[src/rtl/pkt_fifo_pkg.sv]
package pkt_fifo_pkg;

    localparam int CSR_AW = 3;
    localparam int CSR_DW = 32;
    localparam int THR_W  = 24;

    localparam logic [CSR_AW-1:0] REG_LEVEL = 3'd0;
    localparam logic [CSR_AW-1:0] REG_SPARE = 3'd1;
    localparam logic [CSR_AW-1:0] REG_HIGH  = 3'd2;
    localparam logic [CSR_AW-1:0] REG_LOW   = 3'd3;
    localparam logic [CSR_AW-1:0] REG_FWD   = 3'd4;
    localparam logic [CSR_AW-1:0] REG_DROP  = 3'd5;

    typedef enum logic {
        RD_HUNT,
        RD_FLOW
    } rd_state_e;

endpackage

[src/rtl/pkt_fifo_csr.sv]
module pkt_fifo_csr
    import pkt_fifo_pkg::*;
#(
    parameter int DEPTH  = 16,
    parameter int FILL_W = 5
) (
    input  logic              clk,
    input  logic              rst_n,
    input  logic [CSR_AW-1:0] csr_addr,
    input  logic              csr_write,
    input  logic [CSR_DW-1:0] csr_wdata,
    output logic [CSR_DW-1:0] csr_rdata,
    input  logic [FILL_W-1:0] fill,
    output logic [THR_W-1:0]  hi_lvl,
    output logic [THR_W-1:0]  lo_lvl,
    output logic [THR_W-1:0]  fwd_thr,
    output logic              drop_en
);

    logic unused_wdata_top;
    assign unused_wdata_top = ^csr_wdata[CSR_DW-1:THR_W];

    always_ff @(posedge clk) begin
        if (!rst_n) begin
            hi_lvl  <= THR_W'(DEPTH - 1);
            lo_lvl  <= '0;
            fwd_thr <= '0;
            drop_en <= 1'b0;
        end else if (csr_write) begin
            case (csr_addr)
                REG_HIGH: hi_lvl  <= csr_wdata[THR_W-1:0];
                REG_LOW:  lo_lvl  <= csr_wdata[THR_W-1:0];
                REG_FWD:  fwd_thr <= csr_wdata[THR_W-1:0];
                REG_DROP: drop_en <= csr_wdata[0];
                default:  ;
            endcase
        end
    end

    always_comb begin
        case (csr_addr)
            REG_LEVEL: csr_rdata = CSR_DW'(fill);
            REG_HIGH:  csr_rdata = CSR_DW'(hi_lvl);
            REG_LOW:   csr_rdata = CSR_DW'(lo_lvl);
            REG_FWD:   csr_rdata = CSR_DW'(fwd_thr);
            REG_DROP:  csr_rdata = CSR_DW'(drop_en);
            default:   csr_rdata = '0;
        endcase
    end

endmodule

[src/rtl/pkt_fifo_store.sv]
module pkt_fifo_store #(
    parameter  int DATA_W = 8,
    parameter  int DEPTH  = 16,
    localparam int AW     = $clog2(DEPTH),
    localparam int FILL_W = AW + 1
) (
    input  logic              clk,
    input  logic              rst_n,
    input  logic              wr_en,
    input  logic [DATA_W-1:0] wr_data,
    input  logic              wr_sop,
    input  logic              wr_eop,
    input  logic              wr_err,
    input  logic              drop_mode,
    input  logic              rd_en,
    output logic [DATA_W-1:0] hd_data,
    output logic              hd_sop,
    output logic              hd_eop,
    output logic              hd_err,
    output logic [FILL_W-1:0] fill,
    output logic [FILL_W-1:0] pkt_cnt
);

    localparam int EW    = DATA_W + 3;
    localparam int B_SOP = DATA_W;
    localparam int B_EOP = DATA_W + 1;
    localparam int B_ERR = DATA_W + 2;

    logic [EW-1:0]     mem [DEPTH];
    logic [FILL_W-1:0] wr_ptr, rd_ptr, pkt_base;
    logic [EW-1:0]     head;
    logic              discard, closes, retires;

    assign discard = wr_en && wr_eop && wr_err && drop_mode;
    assign closes  = wr_en && wr_eop && !discard;
    assign retires = rd_en && hd_eop;

    always_ff @(posedge clk) begin
        if (wr_en) begin
            mem[wr_ptr[AW-1:0]] <= {wr_err, wr_eop, wr_sop, wr_data};
        end
    end

    always_ff @(posedge clk) begin
        if (!rst_n) begin
            wr_ptr   <= '0;
            pkt_base <= '0;
        end else if (discard) begin
            wr_ptr   <= pkt_base;
        end else if (wr_en) begin
            wr_ptr   <= wr_ptr + 1'b1;
            if (wr_eop) begin
                pkt_base <= wr_ptr + 1'b1;
            end
        end
    end

    always_ff @(posedge clk) begin
        if (!rst_n) begin
            rd_ptr <= '0;
        end else if (rd_en) begin
            rd_ptr <= rd_ptr + 1'b1;
        end
    end

    always_ff @(posedge clk) begin
        if (!rst_n) begin
            pkt_cnt <= '0;
        end else begin
            case ({closes, retires})
                2'b10:   pkt_cnt <= pkt_cnt + 1'b1;
                2'b01:   pkt_cnt <= pkt_cnt - 1'b1;
                default: pkt_cnt <= pkt_cnt;
            endcase
        end
    end

    assign fill    = wr_ptr - rd_ptr;
    assign head    = mem[rd_ptr[AW-1:0]];
    assign hd_data = head[DATA_W-1:0];
    assign hd_sop  = head[B_SOP];
    assign hd_eop  = head[B_EOP];
    assign hd_err  = head[B_ERR];

endmodule

[src/rtl/pkt_fifo_rdctl.sv]
module pkt_fifo_rdctl
    import pkt_fifo_pkg::*;
#(
    parameter int FILL_W = 5
) (
    input  logic              clk,
    input  logic              rst_n,
    input  logic [FILL_W-1:0] fill,
    input  logic [FILL_W-1:0] pkt_cnt,
    input  logic [THR_W-1:0]  fwd_thr,
    input  logic              hd_eop,
    input  logic              out_ready,
    output logic              out_valid,
    output logic              rd_en
);

    rd_state_e state, state_nx;
    logic      have_beat;

    assign have_beat = (fill != '0);

    always_ff @(posedge clk) begin
        if (!rst_n) begin
            state <= RD_HUNT;
        end else begin
            state <= state_nx;
        end
    end

    always_comb begin
        out_valid = 1'b0;
        state_nx  = state;
        unique case (state)
            RD_HUNT: begin
                if (!have_beat) begin
                    out_valid = 1'b0;
                end else if (fwd_thr == '0) begin
                    out_valid = (pkt_cnt != '0);
                end else begin
                    out_valid = (THR_W'(fill) >= fwd_thr);
                end
                if (out_valid && out_ready && !hd_eop) begin
                    state_nx = RD_FLOW;
                end
            end
            RD_FLOW: begin
                out_valid = have_beat;
                if (out_valid && out_ready && hd_eop) begin
                    state_nx = RD_HUNT;
                end
            end
        endcase
        rd_en = out_valid && out_ready;
    end

endmodule

[src/rtl/pkt_fifo.sv]
module pkt_fifo
    import pkt_fifo_pkg::*;
#(
    parameter int DATA_W = 8,
    parameter int DEPTH  = 16
) (
    input  logic              clk,
    input  logic              rst_n,
    input  logic              in_valid,
    output logic              in_ready,
    input  logic [DATA_W-1:0] in_data,
    input  logic              in_sop,
    input  logic              in_eop,
    input  logic              in_err,
    output logic              out_valid,
    input  logic              out_ready,
    output logic [DATA_W-1:0] out_data,
    output logic              out_sop,
    output logic              out_eop,
    output logic              out_err,
    output logic              almost_full,
    output logic              almost_empty,
    input  logic [2:0]        csr_addr,
    input  logic              csr_write,
    input  logic [31:0]       csr_wdata,
    output logic [31:0]       csr_rdata
);

    localparam int AW     = $clog2(DEPTH);
    localparam int FILL_W = AW + 1;

    logic [FILL_W-1:0] fill_lvl, pkt_cnt;
    logic [THR_W-1:0]  hi_lvl, lo_lvl, ct_thr;
    logic              drop_en, wr_en, rd_en, drop_mode;

    assign in_ready  = (fill_lvl < FILL_W'(DEPTH));
    assign wr_en     = in_valid && in_ready;
    assign drop_mode = drop_en && (ct_thr == '0);

    assign almost_full  = (THR_W'(fill_lvl) >= hi_lvl);
    assign almost_empty = (THR_W'(fill_lvl) <= lo_lvl);

    pkt_fifo_csr #(.DEPTH(DEPTH), .FILL_W(FILL_W)) u_csr (
        .clk      (clk),
        .rst_n    (rst_n),
        .csr_addr (csr_addr),
        .csr_write(csr_write),
        .csr_wdata(csr_wdata),
        .csr_rdata(csr_rdata),
        .fill     (fill_lvl),
        .hi_lvl   (hi_lvl),
        .lo_lvl   (lo_lvl),
        .fwd_thr  (ct_thr),
        .drop_en  (drop_en)
    );

    pkt_fifo_store #(.DATA_W(DATA_W), .DEPTH(DEPTH)) u_store (
        .clk      (clk),
        .rst_n    (rst_n),
        .wr_en    (wr_en),
        .wr_data  (in_data),
        .wr_sop   (in_sop),
        .wr_eop   (in_eop),
        .wr_err   (in_err),
        .drop_mode(drop_mode),
        .rd_en    (rd_en),
        .hd_data  (out_data),
        .hd_sop   (out_sop),
        .hd_eop   (out_eop),
        .hd_err   (out_err),
        .fill     (fill_lvl),
        .pkt_cnt  (pkt_cnt)
    );

    pkt_fifo_rdctl #(.FILL_W(FILL_W)) u_rdctl (
        .clk      (clk),
        .rst_n    (rst_n),
        .fill     (fill_lvl),
        .pkt_cnt  (pkt_cnt),
        .fwd_thr  (ct_thr),
        .hd_eop   (out_eop),
        .out_ready(out_ready),
        .out_valid(out_valid),
        .rd_en    (rd_en)
    );

endmodule

[config.mk]
export PLATFORM = sky130hd
export DESIGN_NAME = pkt_fifo
export DESIGN_NICKNAME = d
export VERILOG_FILES = /design/src/rtl/pkt_fifo_pkg.sv /design/src/rtl/pkt_fifo_csr.sv /design/src/rtl/pkt_fifo_store.sv /design/src/rtl/pkt_fifo_rdctl.sv /design/src/rtl/pkt_fifo.sv
export SDC_FILE = /design/constraint.sdc
export NUM_CORES = 1
export LEC_CHECK = 0
export ABC_CLOCK_PERIOD_IN_PS = 9600
export BUFFER_PORTS_ARGS = -buffer_cell sky130_fd_sc_hd__buf_2
export CORE_UTILIZATION = 39
export DETAILED_ROUTE_END_ITERATION = 6
export GPL_ROUTABILITY_DRIVEN = 0
export PLACE_DENSITY = 0.66
export SETUP_SLACK_MARGIN = 0.05
export SYNTH_ARGS = -nofsm -noshare
export SYNTH_HDL_FRONTEND = slang
export SYNTH_HIERARCHICAL = 1
export SYNTH_SLANG_ARGS = --single-unit
[constraint.sdc]
create_clock -name clk -period 9.6 [get_ports clk]
set_clock_uncertainty 0.05 [all_clocks]
set_input_delay 0.96 -clock clk [delete_from_list [all_inputs] [get_ports clk]]
set_output_delay 0.96 -clock clk [all_outputs]
set_load 0.1 [all_outputs]
### After elaboration in Yosys (flattened, before gate mapping)

Memory sizes are Yosys's and may differ from the RTL's. A register that Yosys moved wholly into a read port is not among the register bits.
Index checks and enable logic that the tools add are counted.

* input port bits: 51
* flip-flop bits (word level): 94
* output and inout bits: 47
* memory bits (writable): 176
* memories kept: 1
* logic and storage cells: 67

Memory list
* u_store.mem: depth 16, bits a word 11, rd ports 1, clocked after Yosys merged registers in 1, write ports 1, line pkt_fifo_store.sv:29 `logic [EW-1:0] mem [DEPTH];`

* reduce and logical (&&, ||, !) cells: 25
* magnitude comparators: 4
* bitwise operators: 2
* muxes and demuxes: 15
* equal/unequal tests: 6
* add/sub/neg operators: 5

Operators by type and width (number)
* one-hot mux 24 bit (5 select lines): 1
* >= comparator 5 x 24 -> 1 bit: 2
* less-or-equal comparator 5 x 24 -> 1 bit: 1
* logical NOT 24 bit: 1
* adder 5 x 1 -> 5 bit (second input constant): 3
* logical AND 1 bit: 12
* two-way mux 5 bit: 2
* one-hot mux 5 bit (2 select lines): 1
* nonzero test 5 bit: 2
* two-way mux 4 bit: 2
* AND reduction 2 bit: 4
* two-way mux 1 bit: 7
* == test 3 x 2 -> 1 bit (second input constant): 2
* == test 3 bit (second input constant): 2
* < comparator 5 bit (second input constant): 1
* subtractor 5 x 1 -> 5 bit (second input constant): 1
* subtractor 5 bit: 1
* one-hot mux 1 bit (2 select lines): 2
* nonzero test 2 bit: 2
* logical NOT 3 bit: 1
* AND reduction 3 bit: 1
* == test 2 x 1 -> 1 bit (second input constant): 1
* == test 2 bit (second input constant): 1
* logical NOT 1 bit: 2
* NOT 1 bit: 2

### Logic depth before layout (Yosys ltp)

Gate-level depths: netlist of run 1.

* word-level depth: 10
* mapped depth: 22
* mapped depth without buffers: 21

### Modules after synthesis

Netlist of run 1, hierarchy kept.

Modules (own cells, without submodules)
* pkt_fifo_store: times used 1, seq. area each 5765.5 um^2, area an instance 8050.2 um^2, cells each 449
* pkt_fifo_csr: times used 1, seq. area each 1461.4 um^2, area an instance 3428.3 um^2, cells each 421
* pkt_fifo: times used 1, seq. area each 0.0 um^2, area an instance 417.9 um^2, cells each 59
* pkt_fifo_rdctl: times used 1, seq. area each 20.0 um^2, area an instance 300.3 um^2, cells each 39

### Worst setup path after synthesis of run 1

OpenSTA, ideal clock, no wires.

* kind: reg-to-output
* from: register u_store.wr_ptr[0]
* to: output port out_valid
* data arrival time: 4.217 ns
* slack: 4.373 ns
* buffers on the path: 0
* data required time: 8.590 ns
* cell stages (with the launch flop): 13
* cell sequence: dfxtp_1 -> inv_1 -> ha_1 -> fa_1 -> inv_1 -> a21o_1 -> a21oi_1 -> xnor2_1 -> ha_1 -> o21ai_0 -> nor2_1 -> a21oi_1 -> nor3_1

* word-level cells in the longest chain between the ends: 6
* elaborated cells between the ends (all ways): 7
* those cells by class: 1 x add/sub; 1 x order compare; 4 x mux; 1 x reduce/logical

Ends and longest elaborated chain
* start: declaration: line pkt_fifo_store.sv:30 `logic [FILL_W-1:0] wr_ptr, rd_ptr, pkt_base;`
* start signal: assignment: line pkt_fifo_store.sv:49 `wr_ptr <= pkt_base;`
* start signal: assignment: line pkt_fifo_store.sv:51 `wr_ptr <= wr_ptr + 1'b1;`
* subtractor 5 bit (*): line pkt_fifo_store.sv:78 `assign fill = wr_ptr - rd_ptr;`
* net fill_lvl[4]: line pkt_fifo.sv:32 `logic [FILL_W-1:0] fill_lvl, pkt_cnt;`
* >= comparator 5 x 24 -> 1 bit: line pkt_fifo_rdctl.sv:40 `out_valid = (THR_W'(fill) >= fwd_thr);`
* two-way mux 1 bit: line pkt_fifo_rdctl.sv:37 `end else if (fwd_thr == '0) begin`
* two-way mux 1 bit: line pkt_fifo_rdctl.sv:35 `if (!have_beat) begin`
* two-way mux 1 bit: line pkt_fifo_rdctl.sv:33 `unique case (state)`
* one-hot mux 1 bit (2 select lines) (*): line pkt_fifo_rdctl.sv:33
* end: declaration: line pkt_fifo.sv:15 `output logic out_valid,`

Mark *: on every way through the listed nets, which the timed path passes. The rest lies on a longest branch. The select of a mux whose other input is x is not followed.

### Worst setup path after layout of run 1

* from: register u_store.wr_ptr[0]
* to: register u_store.pkt_cnt[4]

* word-level cells in the longest chain between the ends: 10
* elaborated cells between the ends (all ways): 20
* those cells by class: 1 x add/sub; 2 x order compare; 2 x eq/ne; 5 x mux; 10 x reduce/logical

Ends and longest elaborated chain
* subtractor 5 bit (*): line pkt_fifo_store.sv:78
* net fill_lvl[4]: line pkt_fifo.sv:32
* >= comparator 5 x 24 -> 1 bit: line pkt_fifo_rdctl.sv:40
* two-way mux 1 bit: line pkt_fifo_rdctl.sv:37
* two-way mux 1 bit: line pkt_fifo_rdctl.sv:35
* two-way mux 1 bit: line pkt_fifo_rdctl.sv:33
* one-hot mux 1 bit (2 select lines) (*): line pkt_fifo_rdctl.sv:33
* logical AND 1 bit (*): line pkt_fifo_rdctl.sv:53 `rd_en = out_valid && out_ready;`
* net rd_en: line pkt_fifo.sv:34 `logic drop_en, wr_en, rd_en, drop_mode;`
* logical AND 1 bit (*): line pkt_fifo_store.sv:36 `assign retires = rd_en && hd_eop;`
* == test 2 x 1 -> 1 bit or == test 2 bit (tied branches): line pkt_fifo_store.sv:70 `case ({closes, retires})`
* one-hot mux 5 bit (2 select lines) or nonzero test 2 bit (tied branches)
* end signal: assignment: line pkt_fifo_store.sv:71 `2'b10: pkt_cnt <= pkt_cnt + 1'b1;`
* end signal: assignment: line pkt_fifo_store.sv:72 `2'b01: pkt_cnt <= pkt_cnt - 1'b1;`
* end signal: assignment: line pkt_fifo_store.sv:73 `default: pkt_cnt <= pkt_cnt;`
* end: declaration: line pkt_fifo_store.sv:21 `output logic [FILL_W-1:0] pkt_cnt`

Marks and branches as above.
A chain may end at the register's enable or synchronous reset.

==> results of run 1 <==
[synth_stat cells (all sizes together), types with 3 or more instances]
master  number  area, sq um
a21boi      68        510.5
ha          28        350.3
mux2i       26        260.3
xnor2        8        70.07
nand3        8        40.04
edfxtp     176         5285
nand2b       7        43.79
and2         3        18.77
inv         34        127.6
clkbuf      21        78.83
nor3b        3        33.78
nor4        18        140.1
xor2         5        43.79
nand2      190        713.2
a21o         4        30.03
nand4b       4        35.03
buf         44        340.3
nor2b        7        43.79
mux4        44         1002
o21ai       30        165.2
o22ai        5        31.28
nor2        40        150.1
a21oi       16        83.83
nand4        7        43.79
a211oi       6        50.05
a22oi       29        217.7
dfxtp       98         1962
nor3        13        70.07
[power by group through the flow]
stage          clock network, mW  logic [mW]  registers, mW
2_1_floorplan                  0       0.334           1.32
3_3_place_gp                   0       0.408           1.32
3_5_place_dp                   0       0.414           1.32
4_1_cts                     1.12       0.415           1.30
5_1_grt                     1.17       0.445           1.30
6_report                    1.10       0.413           1.30
[stage by stage]
step | cell area, sq um | hold WS, ps | power [mW] | setup WS [ps]
detailed placement | 12910 | 412.8 | 1.737 | 4586
global placement | 12910 | 408.4 | 1.730 | 4616
CTS | 13850 | 420.2 | 2.836 | 4505
global route | 13850 | 422.6 | 2.914 | 3965
floorplan | 12220 | 396.3 | 1.651 | 4373
finish | 13850 | 420.2 | 2.808 | 4443
[logic make-up after synthesis]
group / Yosys count / share of synthesized area, %
multiplexers: 71 / 10.44
buffers and inverters: 99 / 4.483
flip-flops: 274 / 59.42
AND/OR/NAND/NOR: 313 / 11.95
AO/OA/AOI/OAI: 167 / 9.541
XOR/XNOR: 13 / 0.9335
adder cells (fa/ha/maj): 30 / 3.201
other: 1 / 0.03075
[area by class of cell]
class	instances	area share, %
Sequential cell	274	52.34
Multi-Input combinational cell	602	32.23
Clock buffer	35	5.248
Timing Repair Buffer	104	4.173
Tap cell	396	3.577
Clock inverter	17	1.491
Inverter	34	0.9214
Antenna cell	1	0.01807
[per-layer routing]
| layer | wire (um) | GRT usage [%] | vias to the layer above |
|---|---|---|---|
| met3 | 1758 | 3.032 | 35 |
| li1 | - | - | 3691 |
| met2 | 13640 | 30.53 | 238 |
| met1 | 12370 | 23.84 | 3827 |
| met4 | 464 | 3.672 | 2 |
| met5 | 10 | 0 | - |
[worst max-delay path: stages, from the launching register on]
cell and delay, ps:
dfxtp_1 430, inv_1 140, ha_1 240, fa_1 410, inv_1 70, a21o_1 100, a21oi_1 70, xnor2_1 620
ha_1 240, o21ai_0 80, nor2_1 100, a21oi_1 110, nor4b_1 370, buf_4 220, inv_1 40, a211oi_1 210
ha_1 310, inv_1 110, fa_1 400, nand2b_1 160, a21oi_1 150, mux2i_1 230, mux2i_1 200
[sequential cells by signal, summed over array words and instances, names as in the netlist, named ones only]
signal            count
u_store/rd_ptr        5
u_store/pkt_base      5
u_store/wr_ptr        5
u_csr/fwd_thr        24
u_rdctl/state         1
u_store/mem         176
u_store/pkt_cnt       5
u_csr/drop_en         1
u_csr/lo_lvl         24
u_csr/hi_lvl         24
[worst paths after layout]
path,end,slack [ps],cells after the start
setup / recovery,u_store/pkt_cnt[4],4440,22
hold / removal,u_csr/hi_lvl[23],420,2
setup reg to reg,u_store/pkt_cnt[4],4440,22
hold reg to reg,u_csr/hi_lvl[23],420,2
==> impl_metrics.ini, run 1 <==
[layout]
final_cells = 1463
multiInputGateArea_sq_um = 4464
mostFrequentLayoutCell = nand2_1
final_util_pct = 45.16
seq_area_sq_um = 7249
layout_common_cells = 190 x nand2_1, 176 x edfxtp_1, 96 x dfxtp_1, 81 x buf_2, 41 x mux4_2
post_route_cells_drive_above_1_share_pct = 19.14
area_growth_pct = 13.56
nets = 1125
fillers = 2744

[clocking]
clock_sinks = 274
post_cts_resized = 0
cts.reportedPaths.clkPinSlew_ps = 60
cts-hold-fix-buffers = 0
clk_latency_ps = 560
cts_buffers = 28
postCtsSetupRepairBufs = 0
htree_levels = 1
cts_tree = built
cts_root_buf = clkbuf_16
clockBufferDepth = 3

[synth]
synth_edf_count = 176
yosysWarnings = 6
synthDistinctLibCells = 63
avgSynthCellArea_sq_um = 12.60
synthFlopType = edfxtp_1
ys_seq_elements = 274
synthArstFlopShare_pct = 0
seq_area_frac_synth_pct = 59.42
netlist_area_sq_um = 12200
synthesis.instances = 968

[timing]
drv_slew = 0
setup_viol = 0
slew_headroom_pct = 21.38
min_period_ps = 5157
hold_viol = 0
fin_crit_sh_pct = 53.71
tns_ps = 0
tightest_slew_ps = 1177
rsz0062_at_grt = no
max_freq_mhz = 193.9

[pwr]
cellPowerDensity_nw_per_um2 = 202.8
ir_drop_mv = 0.1203
sequentialPowerShare_pct = 46.2
p_int_mw = 2.052
p_sw_share_pct = 26.95
p_leak_nw = 4.831
pwr-share-clk_pct = 39.1
p_sw_mw = 0.7568
power_frac_comb_pct = 14.7

[route]
finalWirelength_um = 28250
post_drt_wl_per_cell_um = 19.31
num_vias = 7793
viasPerCell = 5.327
ant_nets = 0
drc = 0
firstDrtPassIters = 5
drt-initial-drc-count = 586

[setup_path]
endpoint_kind = flip-flop
worstSetupStartpoint = u_store/wr_ptr[0]
critPathArrivalTime_ps = 5570
crit_required_ps = 10020
critPathKind = flip-flop to flip-flop
crit_fanout = 7
startpoint_type = flip-flop
reg2reg_from = u_store/wr_ptr[0]

[floorplan]
num_io_pins = 98
die_h_um = 178.8
rows = 64
initial_utilization_pct = 39.77
coreArea_sq_um = 30670
die_w_um = 178.8
dieArea_sq_um = 31990

[placement]
portBuffers = 81
place_inst = 1410
hpwlAfterDp_um = 17980

[global_route]
grt_pass1_wl_um = 43700
grt_usage_pct = 17.90
antenna_found_initial = 2
grt_overflow_total = 0
first_global_vias = 7638
grt_max_degree = 84

[worst_hold_path]
worstHoldPathType = flip-flop to flip-flop
min_from = u_csr/hi_lvl[23]

[flow_run]
max-cap-violations = 0

[outcome]
status = completed
(Power assumes the default switching activity.)
==> run 2: changes to the inputs <==
--- a/config.mk
+++ b/config.mk
@@ -5,12 +5,12 @@
 export SDC_FILE = /design/constraint.sdc
 export NUM_CORES = 1
 export LEC_CHECK = 0
-export ABC_CLOCK_PERIOD_IN_PS = 9600
+export ABC_CLOCK_PERIOD_IN_PS = 4200
 export BUFFER_PORTS_ARGS = -buffer_cell sky130_fd_sc_hd__buf_2
 export CORE_UTILIZATION = 39
 export DETAILED_ROUTE_END_ITERATION = 6
 export GPL_ROUTABILITY_DRIVEN = 0
-export PLACE_DENSITY = 0.66
+export PLACE_DENSITY = 0.68
 export SETUP_SLACK_MARGIN = 0.05
 export SYNTH_ARGS = -nofsm -noshare
 export SYNTH_HDL_FRONTEND = slang
==> constraint.sdc (replaced) <==
create_clock -name clk -period 4.2 [get_ports clk]
set_clock_uncertainty 0.05 [all_clocks]
set_input_delay 0.42 -clock clk [delete_from_list [all_inputs] [get_ports clk]]
set_output_delay 0.42 -clock clk [all_outputs]
set_load 0.1 [all_outputs]
==> run 2 against run 1 <==
Cell area increased by 1.6%. Sequential share of layout area is 0.82 points lower. Count of clock-buffer cells in the layout is 9 higher. Maximum frequency up 30%. Critical path depth is 1 lower. Hold slack worse by 340 ps. Power grew 130%. Global-route usage is 0.38 points higher. Worst setup slack lost 4200 ps. Sequential power increased by 130%. Wire length up 2.8%. Sequential cell count is the same. Largest power group unchanged.
==> impl_metrics.ini, run 2 (synthesized netlist as in run 1, its figures left out) <==
[route]
viasPerCell = 5.411
drt-initial-drc-count = 599
firstDrtPassIters = 5
post_drt_wl_per_cell_um = 19.61
ant_nets = 0
finalWirelength_um = 29020
num_vias = 8008
drc = 0

[setup_path]
crit_slowest_cell = fa_2
critPathKind = flip-flop to flip-flop
crit_required_ps = 4620
reg2reg_slack_ps = 230
critPathMaxStageDelay_ps = 380
path_cells = inv_1 > ha_2 > fa_2 > inv_2 > a21o_1 > a21oi_2 > xnor2_2 > ha_1 > o21ai_1 > nor2_1 > a21oi_2 > nor4b_4 > inv_1 > a211oi_2 > ha_2 > inv_2 > fa_2 > nand2b_4 > a21oi_2 > mux2i_1 > mux2i_1
path_buf_inv = 4
crit_fanout = 3
critPathArrivalTime_ps = 4390
cp_top_family = adder cells
endpoint_kind = flip-flop
r2r-end = u_store/pkt_cnt[4]
cp_common_cell = a21oi_2
rr_worst_depth = 21
reg2reg_from = u_store/wr_ptr[0]
crit_cells = 21
startpoint_type = flip-flop

[floorplan]
initial_utilization_pct = 39.77
coreArea_sq_um = 30670
die_w_um = 178.8
die_h_um = 178.8
rows = 64
num_io_pins = 98
dieArea_sq_um = 31990

[timing]
slew_headroom_pct = 17.50
fin_crit_sh_pct = 94.48
tightest_slew_ps = 1230
drv_slew = 0
hold_viol = 0
max_freq_mhz = 252.0
setup_viol = 0
min_period_ps = 3968

[layout]
final_util_pct = 45.90
antenna_cells = 0
largest_register_ffs = 176
area_growth_pct = 15.42
fillers = 2730
layout_common_cells = 190 x nand2_1, 176 x edfxtp_1, 94 x dfxtp_1, 81 x buf_2, 41 x mux4_2
post_route_cells_drive_above_1_share_pct = 22.88
mostFrequentLayoutCell = nand2_1
nets = 1143

[placement]
hpwlAfterDp_um = 18680
portBuffers = 81

[global_route]
grt_max_degree = 83
first_global_vias = 8001
grt_overflow_total = 0
grt_pass1_wl_um = 44710
antenna_found_initial = 1
grt_usage_pct = 18.28

[worst_hold_path]
hold_path_end = u_csr/hi_lvl[4]
min_from = csr_wdata[4]
worstHoldPathType = primary input to flip-flop
worst_hold_path.num_cells = 3

[clocking]
clock_sinks = 274
htree_levels = 1
cts_tree = built
clockBufferDepth = 3
cts.reportedPaths.clkPinSlew_ps = 60
clk_latency_ps = 560
cts_root_buf = clkbuf_16
cts_buffers = 28

[pwr]
ir_drop_mv = 0.3146
cellPowerDensity_nw_per_um2 = 458.0
finalPower_mw = 6.447
p_leak_nw = 4.970

[outcome]
status = completed

[flow_run]
max-cap-violations = 0
## run 2: metal layers
layer / vias up / global-route usage, % / routed length [um]
met5: - / 0 / 14
met1: 3927 / 23.68 / 12060
met3: 44 / 3.562 / 2090
met2: 305 / 31.55 / 14360
li1: 3730 / - / -
met4: 2 / 3.849 / 497
## run 2: tightest hold or removal path, delay by kind of cell
family                 cells  cell delay [ps]
buffers and inverters      1              110
AND/OR/NAND/NOR            1               50
AO/OA/AOI/OAI              1               50
## run 2: where the power goes
group,internal [mW],switching (mW)
sequential,2.93,0.0371
clock,1.45,1.02
combinational,0.324,0.689
## run 2: worst max path at each step
stage,startpoint,endpoint
4_1_cts,u_store/wr_ptr[0],u_store/pkt_cnt[4]
5_1_grt,u_store/wr_ptr[0],u_store/pkt_cnt[4]
3_3_place_gp,u_store/wr_ptr[0],u_store/pkt_cnt[4]
3_5_place_dp,u_store/wr_ptr[0],u_store/pkt_cnt[4]
6_report,u_store/wr_ptr[0],u_store/pkt_cnt[4]
2_1_floorplan,u_store/wr_ptr[0],u_store/pkt_cnt[4]
## run 2: cell type report
cell class	instances	area (sq um)	share of cell area, %
multi-input cells	602	4536	32.22
clock buffers	44	850.8	6.044
well taps	396	495.5	3.520
inverters	34	127.6	0.9066
flip-flops and latches	274	7252	51.52
repair buffers	122	725.7	5.155
clock inverters	8	90.09	0.6399
## run 2: stage by stage
step | setup slack [ps] | cell area (sq um) | TNS [ps] | std cells | hold WS, ps
6_report | 231.9 | 14080 | 0 | 1480 | 84.03
2_1_floorplan | 88.41 | 12260 | 0 | 975 | 396.3
4_1_cts | 105.3 | 14020 | 0 | 1477 | 60.28
3_3_place_gp | 151.3 | 13070 | 0 | 1425 | 407.6
5_1_grt | -47.00 | 14080 | -47.00 | 1480 | 84.12
3_5_place_dp | 11.54 | 13070 | 0 | 1425 | 410.2
## run 2: what timing repair did
item	4_1_cts	5_1_grt
setup buffers	0	3
gates resized for setup	1	12
pin swaps	0	12
endpoints found under the setup margin	1	1
gates cloned	0	0
hold buffers	0	0
==> run 3: changes to the inputs <==
--- a/config.mk
+++ b/config.mk
@@ -14,5 +14,4 @@
 export SETUP_SLACK_MARGIN = 0.05
 export SYNTH_ARGS = -nofsm -noshare
 export SYNTH_HDL_FRONTEND = slang
-export SYNTH_HIERARCHICAL = 1
 export SYNTH_SLANG_ARGS = --single-unit
==> run 3 against run 2 <==
Worst setup slack better by 27 ps. Clock power increased by 3%. Global-route usage fell by 0.59 points. Via count decreased by 3.9%. Largest cell class unchanged. Highest routed layer unchanged.
==> impl_metrics.ini, run 3 <==
[outcome]
status = completed

[flow_run]
max-cap-violations = 0

[clocking]
cts_tree = built
cts-hold-fix-buffers = 0
cts_root_buf = clkbuf_16
cts_buffers = 29
clk_latency_ps = 560
clock_sinks = 274
clockBufferDepth = 3
htree_levels = 1
cts.reportedPaths.clkPinSlew_ps = 60

[floorplan]
num_io_pins = 98
die_h_um = 176.1
initial_utilization_pct = 39.79
rows = 63
dieArea_sq_um = 31020
die_w_um = 176.1
coreArea_sq_um = 29720

[global_route]
antenna_found_initial = 4
grt_max_degree = 49
first_global_vias = 7650
grt_usage_pct = 17.69
grt_pass1_wl_um = 42600
grt_overflow_total = 0

[timing]
tns_ps = 0
setup_viol = 0
tightest_slew_ps = 1028
min_period_ps = 3941
slew_headroom_pct = 31.47
hold_viol = 0
fin_crit_sh_pct = 93.84
drv_slew = 0
rsz0062_at_grt = no
max_freq_mhz = 253.7

[synth]
yosysWarnings = 0
yosysTopAreaCellShare_pct = 44.69
synthDistinctLibCells = 54
synth_common_cells = 181 x nand2_1, 176 x edfxtp_1, 98 x dfxtp_1
synthesis.instances = 933
synthArstFlopShare_pct = 0
synth.area.top_cells = edfxtp_1 45%, dfxtp_1 17%, mux4_2 10%
synth-adder-area-share_pct = 3.132
netlist_area_sq_um = 11830
synth_top_family_by_area = multiplexers
synthFlopType = edfxtp_1
seq_area_frac_synth_pct = 61.28
synth_edf_count = 176
synth-xor-area-share_pct = 0.7407
synth_compound_area_share_pct = 7.629
synth_simple_gate_area_share_pct = 11.32
synth_mux_area_share_pct = 12.85
yosysMostFrequentCell = nand2_1
synth_top_area_cell = edfxtp_1
avgSynthCellArea_sq_um = 12.67
ys_seq_elements = 274

[route]
drt-initial-drc-count = 527
firstDrtPassIters = 5
drc = 0
ant_nets = 0
num_vias = 7697
post_drt_wl_per_cell_um = 18.76
finalWirelength_um = 27110
viasPerCell = 5.327

[layout]
mostFrequentLayoutCell = nand2_1
post_route_cells_drive_above_1_share_pct = 24.76
final_util_pct = 46.64
final_cells = 1445
nets = 1114
layout_common_cells = 181 x nand2_1, 176 x edfxtp_1, 91 x dfxtp_1, 83 x a21oi_1, 81 x buf_2
largest_register_ffs = 176
area_growth_pct = 17.20

[placement]
place_inst = 1386
portBuffers = 81
hpwlAfterDp_um = 17580

[setup_path]
critPathKind = flip-flop to flip-flop
crit_slowest_cell = dfxtp_4
critPathArrivalTime_ps = 4380
cp_top_family = simple AND/OR/NAND/NOR gates
critPathMaxStageDelay_ps = 370
startpoint_type = flip-flop
endpoint_kind = flip-flop
path_cells = inv_4 > ha_4 > inv_2 > fa_2 > xor2_2 > buf_4 > or3b_4 > a2111oi_4 > nand3b_1 > nor2_2 > ha_2 > xor2_1 > ha_2 > a21boi_0 > o22a_1 > a21oi_2 > xor2_1 > or3_1 > a21oi_1
path_buf_inv = 3
crit_required_ps = 4630
crit_fanout = 6

[pwr]
cellPowerDensity_nw_per_um2 = 482.6
p_leak_nw = 4.825
ir_drop_mv = 0.3724

[worst_hold_path]
worstHoldPathType = primary input to flip-flop
run 3: per-stage QoR:
| step | total power, mW | hold WS, ps | setup WS (ps) | instance area [sq um] |
|---|---|---|---|---|
| 2_1_floorplan | 3.898 | 386.3 | 54.85 | 11910 |
| 3_5_place_dp | 4.169 | 411.2 | 89.23 | 12810 |
| 5_1_grt | 6.927 | 68.59 | 22.72 | 13860 |
| 4_1_cts | 6.707 | 58.88 | 87.42 | 13760 |
| 6_report | 6.689 | 78.77 | 258.7 | 13860 |
| 3_3_place_gp | 4.149 | 397.5 | 213.7 | 12810 |
run 3: kinds of logic after synthesis:
| group | count (synthesis) |
|---|---|
| flops | 274 |
| other cells | 1 |
| mux | 83 |
| compound gates | 158 |
| buf+inv | 83 |
| xor+xnor | 10 |
| simple gates | 295 |
| fa+ha+maj | 29 |
run 3: final cells by class:
cell class	count	area [sq um]
inverters	21	81.33
clock inverters	20	216.5
repair buffers	125	735.7
clock buffers	31	733.2
well taps	390	488.0
diodes	1	2.502
multi-input cells	583	4344
flip-flops and latches	274	7258
fillers	2617	15860
run 3: power breakdown:
part	total, mW	leakage [nW]	internal [mW]	switching [mW]
combinational	1.16	1.99	0.393	0.771
sequential	2.98	2.39	2.93	0.0431
clock	2.55	0.450	1.50	1.05
run 3: final timing paths:
| kind | end | depth (start not counted) | slack, ps | startpoint |
|---|---|---|---|---|
| worst min-delay path | u_csr.fwd_thr[12] | 3 | 80 | csr_wdata[12] |
| worst max register to register | u_store.pkt_cnt[4] | 19 | 260 | u_store.wr_ptr[0] |
| worst min register to register | u_csr.hi_lvl[20] | 2 | 420 | u_csr.hi_lvl[20] |
| worst max-delay path | u_store.pkt_cnt[4] | 19 | 260 | u_store.wr_ptr[0] |
run 3: timing repair:
action	in CTS	in global routing
gates resized for setup	1	14
endpoints found under the setup margin	1	1
buffers inserted	0	7
pin swaps	0	11
hold endpoints to repair	0	0
run 3: worst min-delay path: cells and delay by family:
family / cells / cell delay, ps
buf+inv: 1 / 110
simple gates: 1 / 50
compound gates: 1 / 50
run 3: routing by layer:
| layer | GRT usage [%] | up-vias | share of wire (%) |
|---|---|---|---|
| met2 | 30.48 | 226 | 49 |
| met5 | 0 | - | 0.10 |
| met1 | 23.13 | 3789 | 43 |
| met4 | 4.275 | 4 | 1.8 |
| met3 | 2.993 | 40 | 5.5 |
| li1 | - | 3638 | - |
